--- src/rtl/rxr_pkg.sv ---
// Shared constants and state encoding for the receive ring writer.
package rxr_pkg;
    localparam int DESC_SHIFT = 4;   // 16 bytes per descriptor
    localparam int OWN_B      = 31;
    localparam int ERR_B      = 30;
    localparam int BUFF_B     = 26;
    localparam int ENP_B      = 24;
    localparam int CW         = 12;  // width of size and count fields

    typedef enum logic [3:0] {
        S_IDLE, S_RD_FLAG, S_RD_ADDR, S_GET, S_WR_DATA, S_END_DESC,
        S_RD_NEXT, S_WR_FLAG, S_WR_COUNT, S_WR_FIRST, S_DRAIN, S_FINISH
    } rxr_state_e;
endpackage

--- src/rtl/rxr_ring_pos.sv ---
// Ring position counter and current descriptor address.
// Assumes ring_base and ring_l2len stay constant while frames are handled.
module rxr_ring_pos import rxr_pkg::*; #(
    parameter int AW     = 32,
    parameter int L2_MAX = 9
) (
    input  logic          clk,
    input  logic          rst_n,
    input  logic [AW-1:0] ring_base,
    input  logic [3:0]    ring_l2len,
    input  logic          advance,
    output logic [AW-1:0] cur_addr
);
    localparam int POS_W = (L2_MAX < 1) ? 1 : L2_MAX;

    logic [3:0]       l2_eff;
    logic [POS_W:0]   ring_size;
    logic [POS_W-1:0] pos;
    logic             at_last;

    assign l2_eff    = (ring_l2len > 4'(L2_MAX)) ? 4'(L2_MAX) : ring_l2len;
    assign ring_size = {{POS_W{1'b0}}, 1'b1} << l2_eff;
    assign at_last   = ({1'b0, pos} == ring_size - 1'b1);
    assign cur_addr  = ring_base + (AW'(pos) << DESC_SHIFT);

    // Step the position, wrapping after the last descriptor.
    always_ff @(posedge clk) begin
        if (!rst_n)       pos <= '0;
        else if (advance) pos <= at_last ? '0 : pos + 1'b1;
    end


    pos_range_chk: assert property (@(posedge clk) disable iff (!rst_n)
        ({1'b0, pos} < ring_size));
endmodule

--- src/rtl/rxr_byte_pack.sv ---
// Packs bytes into a little-endian 32-bit word, tracking filled lanes.
// Assumes clear and load are never high in the same cycle.
module rxr_byte_pack (
    input  logic        clk,
    input  logic        rst_n,
    input  logic        load,
    input  logic [1:0]  lane,
    input  logic [7:0]  din,
    input  logic        clear,
    output logic [31:0] word,
    output logic [3:0]  be
);
    for (genvar g = 0; g < 4; g++) begin : g_lane
        logic [7:0] byte_q;
        logic       en_q;
        // Hold one byte lane and its enable.
        always_ff @(posedge clk) begin
            if (!rst_n) begin
                byte_q <= '0;
                en_q   <= 1'b0;
            end else if (clear) begin
                en_q <= 1'b0;
            end else if (load && lane == 2'(g)) begin
                byte_q <= din;
                en_q   <= 1'b1;
            end
        end
        assign word[g*8 +: 8] = byte_q;
        assign be[g]          = en_q;
    end


    lane_once_chk: assert property (@(posedge clk) disable iff (!rst_n)
        load |-> !be[lane]);
endmodule

--- src/rtl/rxr_ring_writer.sv ---
// Receive descriptor ring writer: stores one frame into owned descriptors,
// chaining across buffers, then writes flags and count back.
// Assumes buffer addresses are word aligned and MAX_FRAME + 4 < 4096.
module rxr_ring_writer import rxr_pkg::*; #(
    parameter int AW          = 32,
    parameter int LEN_W       = 16,
    parameter int MAX_FRAME   = 1518,
    parameter int RING_L2_MAX = 9
) (
    input  logic             clk,
    input  logic             rst_n,
    input  logic [AW-1:0]    ring_base,
    input  logic [3:0]       ring_l2len,
    input  logic [7:0]       layout_sel,
    input  logic             start,
    input  logic [LEN_W-1:0] frame_len,
    input  logic             in_valid,
    input  logic [7:0]       in_data,
    output logic             in_ready,
    output logic             mem_req,
    output logic             mem_we,
    output logic [AW-1:0]    mem_addr,
    output logic [31:0]      mem_wdata,
    output logic [3:0]       mem_be,
    input  logic             mem_ack,
    input  logic [31:0]      mem_rdata,
    output logic             done,
    output logic             dropped,
    output logic             rx_irq
);
    localparam logic [CW-1:0] TRUNC = CW'(MAX_FRAME);

    rxr_state_e       state;
    logic [LEN_W-1:0] flen, bytes_in;
    logic [CW-1:0]    tlen, rem, chunk_left, off;
    logic [AW-1:0]    cur_addr_r, first_addr, buf_addr, waddr, pos_addr;
    logic [31:0]      flag_r, first_flag, nflag;
    logic             first_q, chain_q, err_q, drop_q, style3, wrote;
    logic [CW-1:0]    size, chunk_nxt, tlen_in;
    logic             pk_load, pk_clear;
    logic [31:0]      pk_word;
    logic [3:0]       pk_be;

    assign size      = ~flag_r[CW-1:0] + 1'b1;
    assign chunk_nxt = (size < rem) ? size : rem;
    assign tlen_in   = (frame_len > LEN_W'(MAX_FRAME)) ? TRUNC : CW'(frame_len);
    assign pk_load   = (state == S_GET) && in_valid;
    assign pk_clear  = (state == S_WR_DATA) && mem_ack;

    rxr_ring_pos #(.AW(AW), .L2_MAX(RING_L2_MAX)) u_pos (
        .clk(clk), .rst_n(rst_n), .ring_base(ring_base),
        .ring_l2len(ring_l2len), .advance(state == S_END_DESC),
        .cur_addr(pos_addr));

    rxr_byte_pack u_pack (
        .clk(clk), .rst_n(rst_n), .load(pk_load), .lane(off[1:0]),
        .din(in_data), .clear(pk_clear), .word(pk_word), .be(pk_be));

    // Drive the memory request and the stream handshake from the state.
    always_comb begin
        mem_req   = 1'b0;
        mem_we    = 1'b0;
        mem_addr  = '0;
        mem_wdata = '0;
        mem_be    = 4'hF;
        in_ready  = 1'b0;
        unique case (state)
            S_RD_FLAG: begin mem_req = 1'b1; mem_addr = cur_addr_r + AW'(4); end
            S_RD_ADDR: begin
                mem_req  = 1'b1;
                mem_addr = cur_addr_r + (style3 ? AW'(8) : AW'(0));
            end
            S_GET:     in_ready = 1'b1;
            S_WR_DATA: begin
                mem_req = 1'b1; mem_we = 1'b1; mem_addr = waddr;
                mem_wdata = pk_word; mem_be = pk_be;
            end
            S_RD_NEXT: begin mem_req = 1'b1; mem_addr = pos_addr + AW'(4); end
            S_WR_FLAG: begin
                mem_req = 1'b1; mem_we = 1'b1; mem_addr = cur_addr_r + AW'(4);
                mem_wdata = flag_r & ~(32'd1 << OWN_B);
            end
            S_WR_COUNT: begin
                mem_req = 1'b1; mem_we = 1'b1;
                mem_addr = cur_addr_r + (style3 ? AW'(0) : AW'(8));
                mem_wdata = {{(32-CW){1'b0}}, tlen + CW'(4)};
            end
            S_WR_FIRST: begin
                mem_req = 1'b1; mem_we = 1'b1; mem_addr = first_addr + AW'(4);
                mem_wdata = (first_q ? flag_r : first_flag) & ~(32'd1 << OWN_B);
            end
            S_DRAIN:   in_ready = (bytes_in != flen);
            default: ;
        endcase
    end

    assign done    = (state == S_FINISH);
    assign dropped = done && drop_q;
    assign rx_irq  = done && !drop_q;

    // Sequence descriptor reads, buffer fills and write-backs.
    always_ff @(posedge clk) begin
        if (!rst_n) begin
            state <= S_IDLE;
            flen <= '0; bytes_in <= '0; tlen <= '0; rem <= '0;
            chunk_left <= '0; off <= '0;
            cur_addr_r <= '0; first_addr <= '0; buf_addr <= '0; waddr <= '0;
            flag_r <= '0; first_flag <= '0; nflag <= '0;
            first_q <= 1'b0; chain_q <= 1'b0; err_q <= 1'b0;
            drop_q <= 1'b0; style3 <= 1'b0; wrote <= 1'b0;
        end else begin
            if (mem_req && mem_we && mem_ack) wrote <= 1'b1;
            if ((state == S_GET || state == S_DRAIN) && in_ready && in_valid)
                bytes_in <= bytes_in + 1'b1;
            unique case (state)
                S_IDLE: if (start) begin
                    flen <= frame_len; tlen <= tlen_in; rem <= tlen_in;
                    bytes_in <= '0; wrote <= 1'b0;
                    first_q <= 1'b1; chain_q <= 1'b0; err_q <= 1'b0;
                    cur_addr_r <= pos_addr; first_addr <= pos_addr;
                    style3 <= (layout_sel == 8'd3);
                    if (layout_sel != 8'd2 && layout_sel != 8'd3) begin
                        drop_q <= 1'b1; state <= S_DRAIN;
                    end else begin
                        drop_q <= 1'b0; state <= S_RD_FLAG;
                    end
                end
                S_RD_FLAG: if (mem_ack) begin
                    if (!mem_rdata[OWN_B]) begin
                        drop_q <= 1'b1; state <= S_DRAIN;
                    end else begin
                        flag_r <= mem_rdata; state <= S_RD_ADDR;
                    end
                end
                S_RD_ADDR: if (mem_ack) begin
                    buf_addr   <= mem_rdata;
                    chunk_left <= chunk_nxt;
                    off        <= '0;
                    state      <= (chunk_nxt == '0) ? S_END_DESC : S_GET;
                end
                S_GET: if (in_valid) begin
                    waddr      <= buf_addr + AW'({off[CW-1:2], 2'b00});
                    off        <= off + 1'b1;
                    rem        <= rem - 1'b1;
                    chunk_left <= chunk_left - 1'b1;
                    if (off[1:0] == 2'd3 || chunk_left == CW'(1)) state <= S_WR_DATA;
                end
                S_WR_DATA: if (mem_ack)
                    state <= (chunk_left == '0) ? S_END_DESC : S_GET;
                S_END_DESC: begin
                    if (rem == '0) begin
                        flag_r[ENP_B] <= 1'b1;
                        state <= first_q ? S_WR_COUNT : S_WR_FLAG;
                    end else begin
                        state <= S_RD_NEXT;
                    end
                end
                S_RD_NEXT: if (mem_ack) begin
                    nflag <= mem_rdata;
                    if (mem_rdata[OWN_B]) begin
                        if (first_q) begin
                            first_flag <= flag_r; first_q <= 1'b0;
                            flag_r <= mem_rdata; cur_addr_r <= pos_addr;
                            state <= S_RD_ADDR;
                        end else begin
                            chain_q <= 1'b1; state <= S_WR_FLAG;
                        end
                    end else begin
                        flag_r[ERR_B]  <= 1'b1;
                        flag_r[BUFF_B] <= 1'b1;
                        flag_r[ENP_B]  <= 1'b1;
                        err_q <= 1'b1;
                        state <= first_q ? S_WR_FIRST : S_WR_FLAG;
                    end
                end
                S_WR_FLAG: if (mem_ack) begin
                    if (chain_q) begin
                        chain_q <= 1'b0; flag_r <= nflag;
                        cur_addr_r <= pos_addr; state <= S_RD_ADDR;
                    end else begin
                        state <= err_q ? S_WR_FIRST : S_WR_COUNT;
                    end
                end
                S_WR_COUNT: if (mem_ack) state <= S_WR_FIRST;
                S_WR_FIRST: if (mem_ack) state <= S_DRAIN;
                S_DRAIN:  if (bytes_in == flen) state <= S_FINISH;
                S_FINISH: state <= S_IDLE;
                default:  state <= S_IDLE;
            endcase
        end
    end


    mem_hold_chk: assert property (@(posedge clk) disable iff (!rst_n)
        (mem_req && !mem_ack) |=> (mem_req && $stable(mem_addr) &&
                                   $stable(mem_we) && $stable(mem_wdata)));

    drop_no_write_chk: assert property (@(posedge clk) disable iff (!rst_n)
        dropped |-> !wrote);

    irq_with_done_chk: assert property (@(posedge clk) disable iff (!rst_n)
        rx_irq |-> (done && !dropped));

    no_overread_chk: assert property (@(posedge clk) disable iff (!rst_n)
        (in_ready && in_valid) |-> (bytes_in < flen));
endmodule

--- config.mk ---
export PLATFORM = sky130hd
export DESIGN_NAME = rxr_ring_writer
export DESIGN_NICKNAME = d
export VERILOG_FILES = /design/src/rtl/rxr_pkg.sv /design/src/rtl/rxr_ring_pos.sv /design/src/rtl/rxr_byte_pack.sv /design/src/rtl/rxr_ring_writer.sv
export SDC_FILE = /design/constraint.sdc
export NUM_CORES = 1
export LEC_CHECK = 0
export BUFFER_PORTS_ARGS = -buffer_cell sky130_fd_sc_hd__buf_2
export CORE_MARGIN = 2
export CORE_UTILIZATION = 55
export CTS_CLUSTER_DIAMETER = 60
export DETAILED_ROUTE_END_ITERATION = 10
export GPL_TIMING_DRIVEN = 0
export PLACE_DENSITY_LB_ADDON = 0.2
export SYNTH_ARGS = -nofsm -noshare
export SYNTH_HDL_FRONTEND = slang
export SYNTH_SLANG_ARGS = --single-unit
--- constraint.sdc ---
create_clock -name clk -period 4.2 [get_ports clk]
set_input_delay 0.42 -clock clk [delete_from_list [all_inputs] [get_ports clk]]
set_output_delay 0.42 -clock clk [all_outputs]
set_load 0.1 [all_outputs]
==> out/metrics.csv <==
stage;metric;value;unit
run_status;run status;finished with violations;
run_status;violated checks;setup timing;
yosys;Mean Syn Cell Area;7.45;sq um
timing;period utilization;119;%
routing;DR WL/cell;22.8;microns
timing;Setup-failing EPs final;19;
placed_design;Area after DPL;21700;sq um
cells_and_area;multi-input logic area;12500;sq um
grt;number of global-route vias before repair;20797;
yosys;Yosys cell types;89;
cells_and_area;Syn-to-layout area delta;19.9;%
yosys;top post-synthesis cells by area;dfxtp_1 35%, nand2_1 10%, a21oi_1 6.9%, nor2_1 4.5%, xnor2_1 4.1%;
cells_and_area;Final Cell Area;24000;sq um
worst_setup_path;worst-path cell chain;ha_4 -> fa_2 -> a21o_1 -> a221o_1 -> and2_4 -> o311a_1 -> and2_4 -> or4b_4 -> or3b_4 -> or4_4 -> nand3_4 -> buf_12;
routing;Initial DRT Pass Iterations;7;
yosys;top_reg_cell synth;dfxtp_1;
timing;Final Critical Period;5000;ps
worst_setup_path;critical path's largest stage delay;570;ps
timing;RSZ-0062 raised after global routing;yes;
routing;Final ANT Viol Nets;0;
clocking;CTS buffer count;40;
placed_design;# port buffers;174;
yosys;flops & latches, synth;355;
floorplanning;width of the die;195;microns
yosys;Gate Count Post-Synth;2686;
cells_and_area;Fillers;3098;
grt;largest net degree at the start of global routing;13;
worst_hold_path;hold crit path type;in2reg;
yosys;synth warn;0;
clocking;worst-skew pair later-pin latency;560;ps
placed_design;pre-CTS setup slack;-1020;ps
grt;final global-route overflow total;0;
worst_setup_path;Worst Path Arrival;4580;ps
worst_setup_path;Worst setup SP type;register;
worst_setup_path;critical path peak fanout;5;
yosys;Synth async-reset ratio;0;%
floorplanning;Starting Density;56.0;%
yosys;sequential fraction of the synthesis area;35.5;%
placed_design;Placed Cells;3323;
worst_setup_path;WS Path Type;reg2out;
worst_setup_path;kind of end point of the critical path;primary output;
cells_and_area;final design utilization;67.2;%
timing;Clock Skews;18.5;ps
routing;Vias/cell;6.37;
clocking;root buffer cell;clkbuf_16;
power;pwr/cell area;617;nW/um^2
yosys;Yosys top cell area share;35.5;%
yosys;area leader, netlist;dfxtp_1;
timing;final slew viol count;0;
grt;initial antenna violation count;2;
yosys;Post-Synthesis Cell Area;20000;sq um
clocking;maximum clock path buffer count;3;
worst_setup_path;Required @ worst endpoint;3780;ps
cells_and_area;Nets;3101;
clocking;CTS tree;yes;
cells_and_area;share of cells above drive strength 1;14.5;%
routing;DRC;0;
power;total design power;14.8;mW
clocking;clock sink total;355;
cells_and_area;final cell count without fillers;3442;
worst_setup_path;CP max-delay cell;or4b_4;
clocking;H-tree Lvls;2;
yosys;number of flops mapped to enable cells by yosys;0;
clocking;Clock transition at path regs;60;ps
floorplanning;Rows;69;
clocking;cts hold-fix bufs;0;
timing;Peak Freq;200;MHz
floorplanning;die height;195;microns
run;max-cap viol count;0;
timing;post-route setup TNS;-8620;ps
routing;Post-Route WL;78500;microns
power;Peak VDD IR;417;uV
power;Leak Pwr;8.93;nW
routing;1st-iter DRT viols;2441;
grt;first-pass GRT wire length;118000;microns
timing;Fin. Hold Viols;0;
timing;Slew Limit Headroom;21.4;%
timing;Worst-Margin Slew;1180;ps
floorplanning;die area;37900;sq um
worst_setup_path;Crit path top cell by count;and2_4;
timing;Hold Slack;124;ps
floorplanning;I/O pins;179;
yosys;Syn Nets;2838;
worst_setup_path;Bufs and invs on worst path;1;
routing;DR vias;21942;
cells_and_area;Register Area;7120;sq um
grt;Total GRT Usage;39.9;%
placed_design;GPL Wtd Cong;0.990;
floorplanning;Core ar.;35700;sq um
timing;setup ws final;-797;ps
placed_design;hpwl dp;59200;microns
worst_setup_path;delay-heaviest family, CP;simple AND/OR/NAND/NOR gates;
## kinds of logic after synthesis
group	after synthesis	synth area share [%]
AOI/OAI and AO/OA	711	23.0
xor gates and xnor gates	165	7.26
adders and majority gates	47	3.01
buffers and inverters	256	4.94
DFF	355	35.5
muxes	13	0.675
and+or+nand+nor	1139	25.6
## repair_timing
item                       CTS  global route
setup endpoints to repair   76            72
buffers inserted            28            21
pin swaps                   29            23
gates resized for setup    127            64
cloned                       0             0
## metal layers
metal	global-route usage (%)	up-vias	routed length, microns
met5	0	-	0
met4	24.3	0	5230
met3	5.59	309	6910
met2	66.1	1243	35900
met1	49.4	10319	30500
li1	-	10071	-
## worst min-delay path, stage by stage
cell,delay [ps]
buf_2,110
nand2_1,50
a21oi_1,50
## state kept, by name (all words and copies together) (netlist names), 4 cells and up
| signal | cells |
|---|---|
| u_pack.g_lane.en_q | 4 |
| flen | 16 |
| first_addr | 32 |
| flag_r | 31 |
| chunk_left | 12 |
| state | 4 |
| cur_addr_r | 32 |
| buf_addr | 32 |
| u_pack.g_lane.byte_q | 32 |
| first_flag | 31 |
| nflag | 31 |
| off | 12 |
| tlen | 12 |
| waddr | 32 |
| u_pos.pos | 9 |
| rem | 12 |
| bytes_in | 16 |
## layout make-up
type | instances | share of cell area (%)
timing repair buffer | 224 | 6.26
antenna | 3 | 0.0313
buffer | 183 | 3.25
clock buffer | 61 | 4.96
inverter | 70 | 1.09
clock inverter | 10 | 0.459
sequential | 355 | 29.6
tap | 461 | 2.40
multi-input combinational | 2075 | 51.9
## cells in the mapped netlist (all sizes together), types with 42 or more instances
library cell / number
nor3: 53
a21oi: 276
nand3: 112
a211oi: 61
xor2: 70
nand2: 534
a22oi: 42
o21ai: 118
ha: 45
xnor2: 95
nor2: 241
clkbuf: 158
dfxtp: 355
inv: 70
## worst paths after layout
kind	startpoint	end	slack (ps)	depth (start not counted)
worst min-delay path	frame_len[14]	flen[14]$_SDFFE_PN0P_	120	3
worst max register to register	flag_r[2]$_SDFFE_PN0P_	chunk_left[9]$_SDFFE_PN0P_	190	15
worst max-delay path	u_pos.pos[0]$_SDFFE_PN0P_	mem_addr[30]	-800	12
worst min register to register	cur_addr_r[0]$_SDFFE_PN0P_	cur_addr_r[0]$_SDFFE_PN0P_	450	2
## cells in the final DEF, fill, tap and decap left out, drive strengths merged, types with 13 or more instances in the layout
cell type,netlist,routed
and2,17,17
nor3,53,53
nand4,34,34
xor2,70,70
or4,13,13
xnor2,95,95
or3,20,20
a22oi,42,42
and3,30,30
clkbuf,158,221
a211oi,61,61
o211ai,14,14
nand2,534,534
o21ai,118,118
a222oi,36,36
nor4,20,20
a21oi,276,276
nand2b,15,15
ha,45,45
dfxtp,355,355
buf,28,247
nor2,241,241
a311oi,29,29
inv,70,72
nand3,112,112
## report_power, final
part           internal, mW  switching [mW]  leakage [nW]  total, mW
Combinational          2.12            5.01          5.41       7.13
Clock                  2.08            1.45         0.640       3.52
Sequential             3.76           0.401          2.88       4.16
Total                  7.96            6.86          8.93       14.8
(Power assumes the default switching activity.)
